$ cat src/rtl/pgw_pkg.sv
package pgw_pkg;
  // bit of a table entry that marks it present / valid
  localparam int ENT_PRESENT_BIT = 0;

  typedef enum logic [1:0] {
    ST_IDLE  = 2'd0,
    ST_OUTER = 2'd1,
    ST_INNER = 2'd2,
    ST_DONE  = 2'd3
  } walk_st_e;
endpackage

$ cat src/rtl/pgw_root_reg.sv
module pgw_root_reg #(
  parameter int PA_W = 32
) (
  input  logic            clk,
  input  logic            rst_n,
  input  logic            we,
  input  logic [PA_W-1:0] wdata,
  output logic [PA_W-1:0] root
);
  always_ff @(posedge clk) begin
    if (!rst_n)  root <= '0;
    else if (we) root <= wdata;
  end
endmodule

$ cat src/rtl/pgw_addr_gen.sv
module pgw_addr_gen #(
  parameter int VA_W      = 30,
  parameter int DIR_IDX_W = 8,
  parameter int TBL_IDX_W = 10,
  parameter int PA_W      = 32,
  parameter int DATA_W    = 32
) (
  input  logic [PA_W-1:0]   root,
  input  logic [VA_W-1:0]   new_vaddr,
  input  logic [VA_W-1:0]   held_vaddr,
  input  logic [DATA_W-1:0] entry,
  output logic [PA_W-1:0]   dir_addr,
  output logic [PA_W-1:0]   tbl_addr,
  output logic [PA_W-1:0]   phys_addr
);
  localparam int OFF_W   = VA_W - DIR_IDX_W - TBL_IDX_W;
  localparam int FRAME_W = PA_W - OFF_W;
  localparam int ENT_SH  = $clog2(DATA_W / 8);

  logic [DIR_IDX_W-1:0] dir_idx;
  logic [TBL_IDX_W-1:0] tbl_idx;
  logic [OFF_W-1:0]     pg_off;
  logic [FRAME_W-1:0]   frame;
  logic                 unused_bits;

  assign dir_idx = new_vaddr[VA_W-1 -: DIR_IDX_W];
  assign tbl_idx = held_vaddr[OFF_W +: TBL_IDX_W];
  assign pg_off  = held_vaddr[OFF_W-1:0];
  assign frame   = entry[OFF_W +: FRAME_W];

  assign unused_bits = ^{new_vaddr[VA_W-DIR_IDX_W-1:0],
                         held_vaddr[VA_W-1 -: DIR_IDX_W],
                         entry[OFF_W-1:0]};

  // entry addresses: table base plus index scaled by entry size
  assign dir_addr  = root + (PA_W'(dir_idx) << ENT_SH);
  assign tbl_addr  = {frame, {OFF_W{1'b0}}} + (PA_W'(tbl_idx) << ENT_SH);
  assign phys_addr = {frame, pg_off};
endmodule

$ cat src/rtl/pgw_seq.sv
module pgw_seq
  import pgw_pkg::*;
#(
  parameter int VA_W = 30,
  parameter int PA_W = 32
) (
  input  logic            clk,
  input  logic            rst_n,
  input  logic            req_valid,
  output logic            req_ready,
  input  logic [VA_W-1:0] req_vaddr,
  output logic [VA_W-1:0] held_vaddr,
  input  logic [PA_W-1:0] dir_addr,
  input  logic [PA_W-1:0] tbl_addr,
  input  logic [PA_W-1:0] phys_addr,
  output logic            mem_req_valid,
  input  logic            mem_req_ready,
  output logic [PA_W-1:0] mem_req_addr,
  input  logic            mem_rsp_valid,
  output logic            mem_rsp_ready,
  input  logic            rsp_present,
  output logic            res_valid,
  input  logic            res_ready,
  output logic [PA_W-1:0] res_paddr,
  output logic            res_dir_fault,
  output logic            res_pte_fault
);
  walk_st_e        st;
  logic            pending;
  logic [PA_W-1:0] addr_q;
  logic [PA_W-1:0] paddr_q;
  logic            dflt_q;
  logic            pflt_q;
  logic            walking;

  assign walking = (st == ST_OUTER) || (st == ST_INNER);

  always_ff @(posedge clk) begin
    if (!rst_n) begin
      st         <= ST_IDLE;
      pending    <= 1'b0;
      held_vaddr <= '0;
      addr_q     <= '0;
      paddr_q    <= '0;
      dflt_q     <= 1'b0;
      pflt_q     <= 1'b0;
    end else begin
      case (st)
        ST_IDLE: begin
          if (req_valid) begin
            held_vaddr <= req_vaddr;
            addr_q     <= dir_addr;
            pending    <= 1'b0;
            paddr_q    <= '0;
            dflt_q     <= 1'b0;
            pflt_q     <= 1'b0;
            st         <= ST_OUTER;
          end
        end
        ST_OUTER, ST_INNER: begin
          if (!pending) begin
            if (mem_req_ready) pending <= 1'b1;
          end else if (mem_rsp_valid) begin
            pending <= 1'b0;
            if (st == ST_OUTER) begin
              if (rsp_present) begin
                addr_q <= tbl_addr;
                st     <= ST_INNER;
              end else begin
                dflt_q <= 1'b1;
                st     <= ST_DONE;
              end
            end else begin
              if (rsp_present) paddr_q <= phys_addr;
              else             pflt_q  <= 1'b1;
              st <= ST_DONE;
            end
          end
        end
        ST_DONE: begin
          if (res_ready) st <= ST_IDLE;
        end
        default: st <= ST_IDLE;
      endcase
    end
  end

  assign req_ready     = (st == ST_IDLE);
  assign mem_req_valid = walking && !pending;
  assign mem_req_addr  = addr_q;
  assign mem_rsp_ready = walking && pending;
  assign res_valid     = (st == ST_DONE);
  assign res_paddr     = paddr_q;
  assign res_dir_fault = dflt_q;
  assign res_pte_fault = pflt_q;
endmodule

$ cat src/rtl/pgwalk_top.sv
module pgwalk_top
  import pgw_pkg::*;
#(
  parameter int VA_W      = 30,
  parameter int DIR_IDX_W = 8,
  parameter int TBL_IDX_W = 10,
  parameter int PA_W      = 32,
  parameter int DATA_W    = 32
) (
  input  logic              clk,
  input  logic              rst_n,
  input  logic              root_we,
  input  logic [PA_W-1:0]   root_wdata,
  input  logic              req_valid,
  output logic              req_ready,
  input  logic [VA_W-1:0]   req_vaddr,
  output logic              mem_req_valid,
  input  logic              mem_req_ready,
  output logic [PA_W-1:0]   mem_req_addr,
  input  logic              mem_rsp_valid,
  output logic              mem_rsp_ready,
  input  logic [DATA_W-1:0] mem_rsp_data,
  output logic              res_valid,
  input  logic              res_ready,
  output logic [PA_W-1:0]   res_paddr,
  output logic              res_dir_fault,
  output logic              res_pte_fault
);
  logic [PA_W-1:0] root;
  logic [VA_W-1:0] held_vaddr;
  logic [PA_W-1:0] dir_addr;
  logic [PA_W-1:0] tbl_addr;
  logic [PA_W-1:0] phys_addr;
  logic            rsp_present;

  assign rsp_present = mem_rsp_data[ENT_PRESENT_BIT];

  pgw_root_reg #(.PA_W(PA_W)) u_root (
    .clk   (clk),
    .rst_n (rst_n),
    .we    (root_we),
    .wdata (root_wdata),
    .root  (root)
  );

  pgw_addr_gen #(
    .VA_W(VA_W), .DIR_IDX_W(DIR_IDX_W), .TBL_IDX_W(TBL_IDX_W),
    .PA_W(PA_W), .DATA_W(DATA_W)
  ) u_agen (
    .root       (root),
    .new_vaddr  (req_vaddr),
    .held_vaddr (held_vaddr),
    .entry      (mem_rsp_data),
    .dir_addr   (dir_addr),
    .tbl_addr   (tbl_addr),
    .phys_addr  (phys_addr)
  );

  pgw_seq #(.VA_W(VA_W), .PA_W(PA_W)) u_seq (
    .clk           (clk),
    .rst_n         (rst_n),
    .req_valid     (req_valid),
    .req_ready     (req_ready),
    .req_vaddr     (req_vaddr),
    .held_vaddr    (held_vaddr),
    .dir_addr      (dir_addr),
    .tbl_addr      (tbl_addr),
    .phys_addr     (phys_addr),
    .mem_req_valid (mem_req_valid),
    .mem_req_ready (mem_req_ready),
    .mem_req_addr  (mem_req_addr),
    .mem_rsp_valid (mem_rsp_valid),
    .mem_rsp_ready (mem_rsp_ready),
    .rsp_present   (rsp_present),
    .res_valid     (res_valid),
    .res_ready     (res_ready),
    .res_paddr     (res_paddr),
    .res_dir_fault (res_dir_fault),
    .res_pte_fault (res_pte_fault)
  );
endmodule

$ cat config.mk
export PLATFORM = sky130hd
export DESIGN_NAME = pgwalk_top
export DESIGN_NICKNAME = d
export VERILOG_FILES = /design/src/rtl/pgw_pkg.sv /design/src/rtl/pgw_root_reg.sv /design/src/rtl/pgw_addr_gen.sv /design/src/rtl/pgw_seq.sv /design/src/rtl/pgwalk_top.sv
export SDC_FILE = /design/constraint.sdc
export NUM_CORES = 1
export LEC_CHECK = 0
export ABC_CLOCK_PERIOD_IN_PS = 4600
export BUFFER_PORTS_ARGS = -buffer_cell sky130_fd_sc_hd__buf_2
export CAP_MARGIN = 20
export CORE_MARGIN = 2
export CORE_UTILIZATION = 50
export DETAILED_ROUTE_END_ITERATION = 6
export PLACE_DENSITY = 0.76
export SKIP_LAST_GASP = 1
export SLEW_MARGIN = 20
export SYNTH_ARGS = -nofsm -noshare
export SYNTH_HDL_FRONTEND = slang
export SYNTH_HIERARCHICAL = 1
export SYNTH_SLANG_ARGS = --single-unit
$ cat constraint.sdc
create_clock -name clk -period 4.6 [get_ports clk]
set_clock_uncertainty 0.2 [all_clocks]
set_input_delay 0.92 -clock clk [delete_from_list [all_inputs] [get_ports clk]]
set_output_delay 0.92 -clock clk [all_outputs]
set_load 0.03 [all_outputs]
==> flow_metrics.tcl <==
set metrics [dict create \
    floorplan.die.height_um 119 \
    cts_setup_buffers 0 \
    drt_first_iter_violations 315 \
    cells_after_synthesis 717 \
    power_frac_clock_pct 27.6 \
    irDropWorstVdd_mv 0.406 \
    drt-vias-per-instance 5.14 \
    sequentialPowerShare_pct 27.6 \
    highest_delay_cell_along_the_critical_path "sky130_fd_sc_hd__nand2_2" \
    timing.final.crit_share_pct 69.3 \
    setup_viol 0 \
    critical_path_arrival_ns 3.32 \
    initial_core_util_pct 51.6 \
    timing.critical_path.slowest_cell_delay_ns 0.76 \
    critical_path.startpoint_type "flop" \
    ctsRootBufferMaster "sky130_fd_sc_hd__clkbuf_16" \
    area_delta_synth_final_pct 14.2 \
    numClockSinks 123 \
    clock_insertion_delay_worst_skew_ns 0.41 \
    io_pins 171 \
    critical_path_peak_fanout 37 \
    cts.clk_slew.worst_paths_ns 0.06 \
    h-tree-depth 4 \
    timing.critical_path.to_type "flop" \
    core_region_area_um2 12800 \
    outcome "finished, final reports clean" \
    critPathRequiredTime_ns 4.73 \
    timing.setup.tns_ns 0 \
    slew_violations 0 \
    numPlacedInstances 940 \
    fin_crit_period_ns 3.19 \
    synth.avg_cell_area_um2 9.20 \
    cts_repair_resize_count 0 \
    post-dp-hpwl_um 10100 \
    power_density_nw_per_um2 705 \
    internal_power_mw 3.18 \
    combPwrFrac_pct 44.8 \
    number_of_global_route_vias_before_repair 4686 \
    maxClockFrequency_ghz 0.314 \
    max_slew.worst_pin.slew_ns 0.980 \
    layout.nets 902 \
    grt_max_degree 102 \
    n_antenna_cell 0 \
    gp_congestion 0.799 \
    hold_viol_final 0 \
    numPortBuffers 159 \
    path_class "reg -> reg" \
    p_leak_nw 3.81 \
    tritoncts_buffers 17 \
    rows 41 \
    grt_pass1_wl_um 23800 \
    first_pass_iters 5 \
    drt_wl_total_um 14800 \
    final-instance-count-excl-fill 972 \
    syn-cell-area_um2 6600 \
    rsz0062_at_grt "no" \
    final_util_pct 58.9 \
    ys_warn_count 6 \
    cts-root-to-sink-buffers 2 \
    globalRoute.totalOverflow 0 \
    antenna_found_initial 0 \
    timing.max_cap.violations 0 \
    global_route.usage.total_pct 21.2 \
    die-width_um 119 \
    ant_nets 0 \
    switchingPower_mw 2.13 \
    post_cts_hold_buffer_count 0 \
    crit_chain "inv_1 -> ha_2 -> a21boi_2 -> nor3_4 -> buf_4 -> nand2_2 -> mux2i_1" \
    route.detailed.wl_per_inst_um 15.3 \
    worstHoldPathType "reg -> reg" \
    design.die.area_um2 14100 \
    detailroute.via_count 5000 \
    route.detailed.drc 0 \
    share_of_final_layout_standard_cells_stronger_than_drive_strength_1_pct 27.0 \
    slew_headroom_pct 34.4 \
    cts_tree "done" \
    filler_cell_count 1108 \
    switching_share_pct 40.1 \
]
-- cell type report --
type / instances / area [um^2] / area share, %
clock buffer: 20 / 457 / 6.07
multi-input combinational: 471 / 3330 / 44.2
sequential: 123 / 2460 / 32.7
clock inverter: 12 / 194 / 2.58
timing repair buffer: 164 / 836 / 11.1
inverter: 10 / 37.5 / 0.499
tap: 172 / 215 / 2.86
-- layer usage --
metal / vias to the layer above / GRT usage, % / part of all wire [%]
met4: 0 / 9.00 / 1.9
met1: 2304 / 29.3 / 48
met2: 157 / 31.7 / 44
met3: 24 / 5.12 / 5.3
met5: - / 0 / 0
li1: 2515 / - / -
-- stage by stage --
| step | setup WS [ns] | hold WS [ns] | power (mW) | area [um^2] |
|---|---|---|---|---|
| after floorplan | 1.61 | 0.244 | 3.42 | 6600 |
| after global placement | 1.27 | 0.242 | 3.83 | 6880 |
| after detailed placement | 1.22 | 0.245 | 3.86 | 6880 |
| after CTS | 1.39 | 0.252 | 5.34 | 7530 |
| after global routing | 1.21 | 0.264 | 5.59 | 7530 |
| final | 1.41 | 0.254 | 5.31 | 7530 |
-- sequential cells by signal, indices dropped and copies added (netlist names) --
register,cells
u_seq/st,2
u_seq/pending,1
u_seq/held_vaddr,22
u_seq/mem_req_addr,32
u_seq/res_dir_fault,1
u_root/root,32
u_seq/res_pte_fault,1
u_seq/res_paddr,32
-- final timing paths --
check                                endpoint  cells after the start                             start  slack (ns)
min           u_seq/res_paddr[2]$_SDFFE_PN0P_                      2  u_seq/held_vaddr[2]$_SDFFE_PN0P_        0.25
max          u_seq/res_paddr[19]$_SDFFE_PN0P_                      7          u_seq/st[1]$_SDFFE_PN0P_        1.41
min reg2reg   u_seq/res_paddr[2]$_SDFFE_PN0P_                      2  u_seq/held_vaddr[2]$_SDFFE_PN0P_        0.25
max reg2reg  u_seq/res_paddr[19]$_SDFFE_PN0P_                      7          u_seq/st[1]$_SDFFE_PN0P_        1.41
-- critical path, delay by kind of cell, from the launching register on --
kind	cells	cell delay [ns]
flip-flops	1	0.38
adder cells (fa/ha/maj)	1	0.66
buffers and inverters	2	0.37
AND/OR/NAND/NOR	2	0.82
multiplexers	1	0.27
AO/OA/AOI/OAI	1	0.35
-- power groups by stage --
stage	clock (mW)	sequential (mW)	combinational [mW]
after global routing	1.54	1.50	2.55
after detailed placement	0	1.48	2.38
after CTS	1.49	1.46	2.39
final	1.47	1.47	2.38
after global placement	0	1.48	2.35
after floorplan	0	1.84	1.58
-- cell usage in the layout, fill, tap and decap left out, types with 2 or more instances in the layout --
master                       count
sky130_fd_sc_hd__a211oi_1        2
sky130_fd_sc_hd__clkinvlp_4      2
sky130_fd_sc_hd__nor4_1          2
sky130_fd_sc_hd__dfxtp_1       123
sky130_fd_sc_hd__nor2_1         12
sky130_fd_sc_hd__a21oi_1        11
sky130_fd_sc_hd__a31o_2          2
sky130_fd_sc_hd__clkbuf_8        2
sky130_fd_sc_hd__a21boi_0       22
sky130_fd_sc_hd__a21o_1          2
sky130_fd_sc_hd__o21ai_0         2
sky130_fd_sc_hd__xnor2_1        15
sky130_fd_sc_hd__o211ai_1        3
sky130_fd_sc_hd__clkinv_2        4
sky130_fd_sc_hd__nor3_1          7
sky130_fd_sc_hd__xor2_1         13
sky130_fd_sc_hd__clkbuf_16      17
sky130_fd_sc_hd__o21ai_2         3
sky130_fd_sc_hd__conb_1          2
sky130_fd_sc_hd__nand4_1         2
sky130_fd_sc_hd__buf_2         158
sky130_fd_sc_hd__and4_4          2
sky130_fd_sc_hd__buf_4           6
sky130_fd_sc_hd__mux2i_1        99
sky130_fd_sc_hd__nand2b_1        2
sky130_fd_sc_hd__inv_1          10
sky130_fd_sc_hd__nor2b_1        37
sky130_fd_sc_hd__and4_1          2
sky130_fd_sc_hd__nand3_1        39
sky130_fd_sc_hd__and3_2          4
sky130_fd_sc_hd__o211a_1        32
sky130_fd_sc_hd__nand2_1       123
sky130_fd_sc_hd__bufinv_16       5
sky130_fd_sc_hd__ha_1           12
sky130_fd_sc_hd__and2_1          4
(Power assumes the default switching activity.)
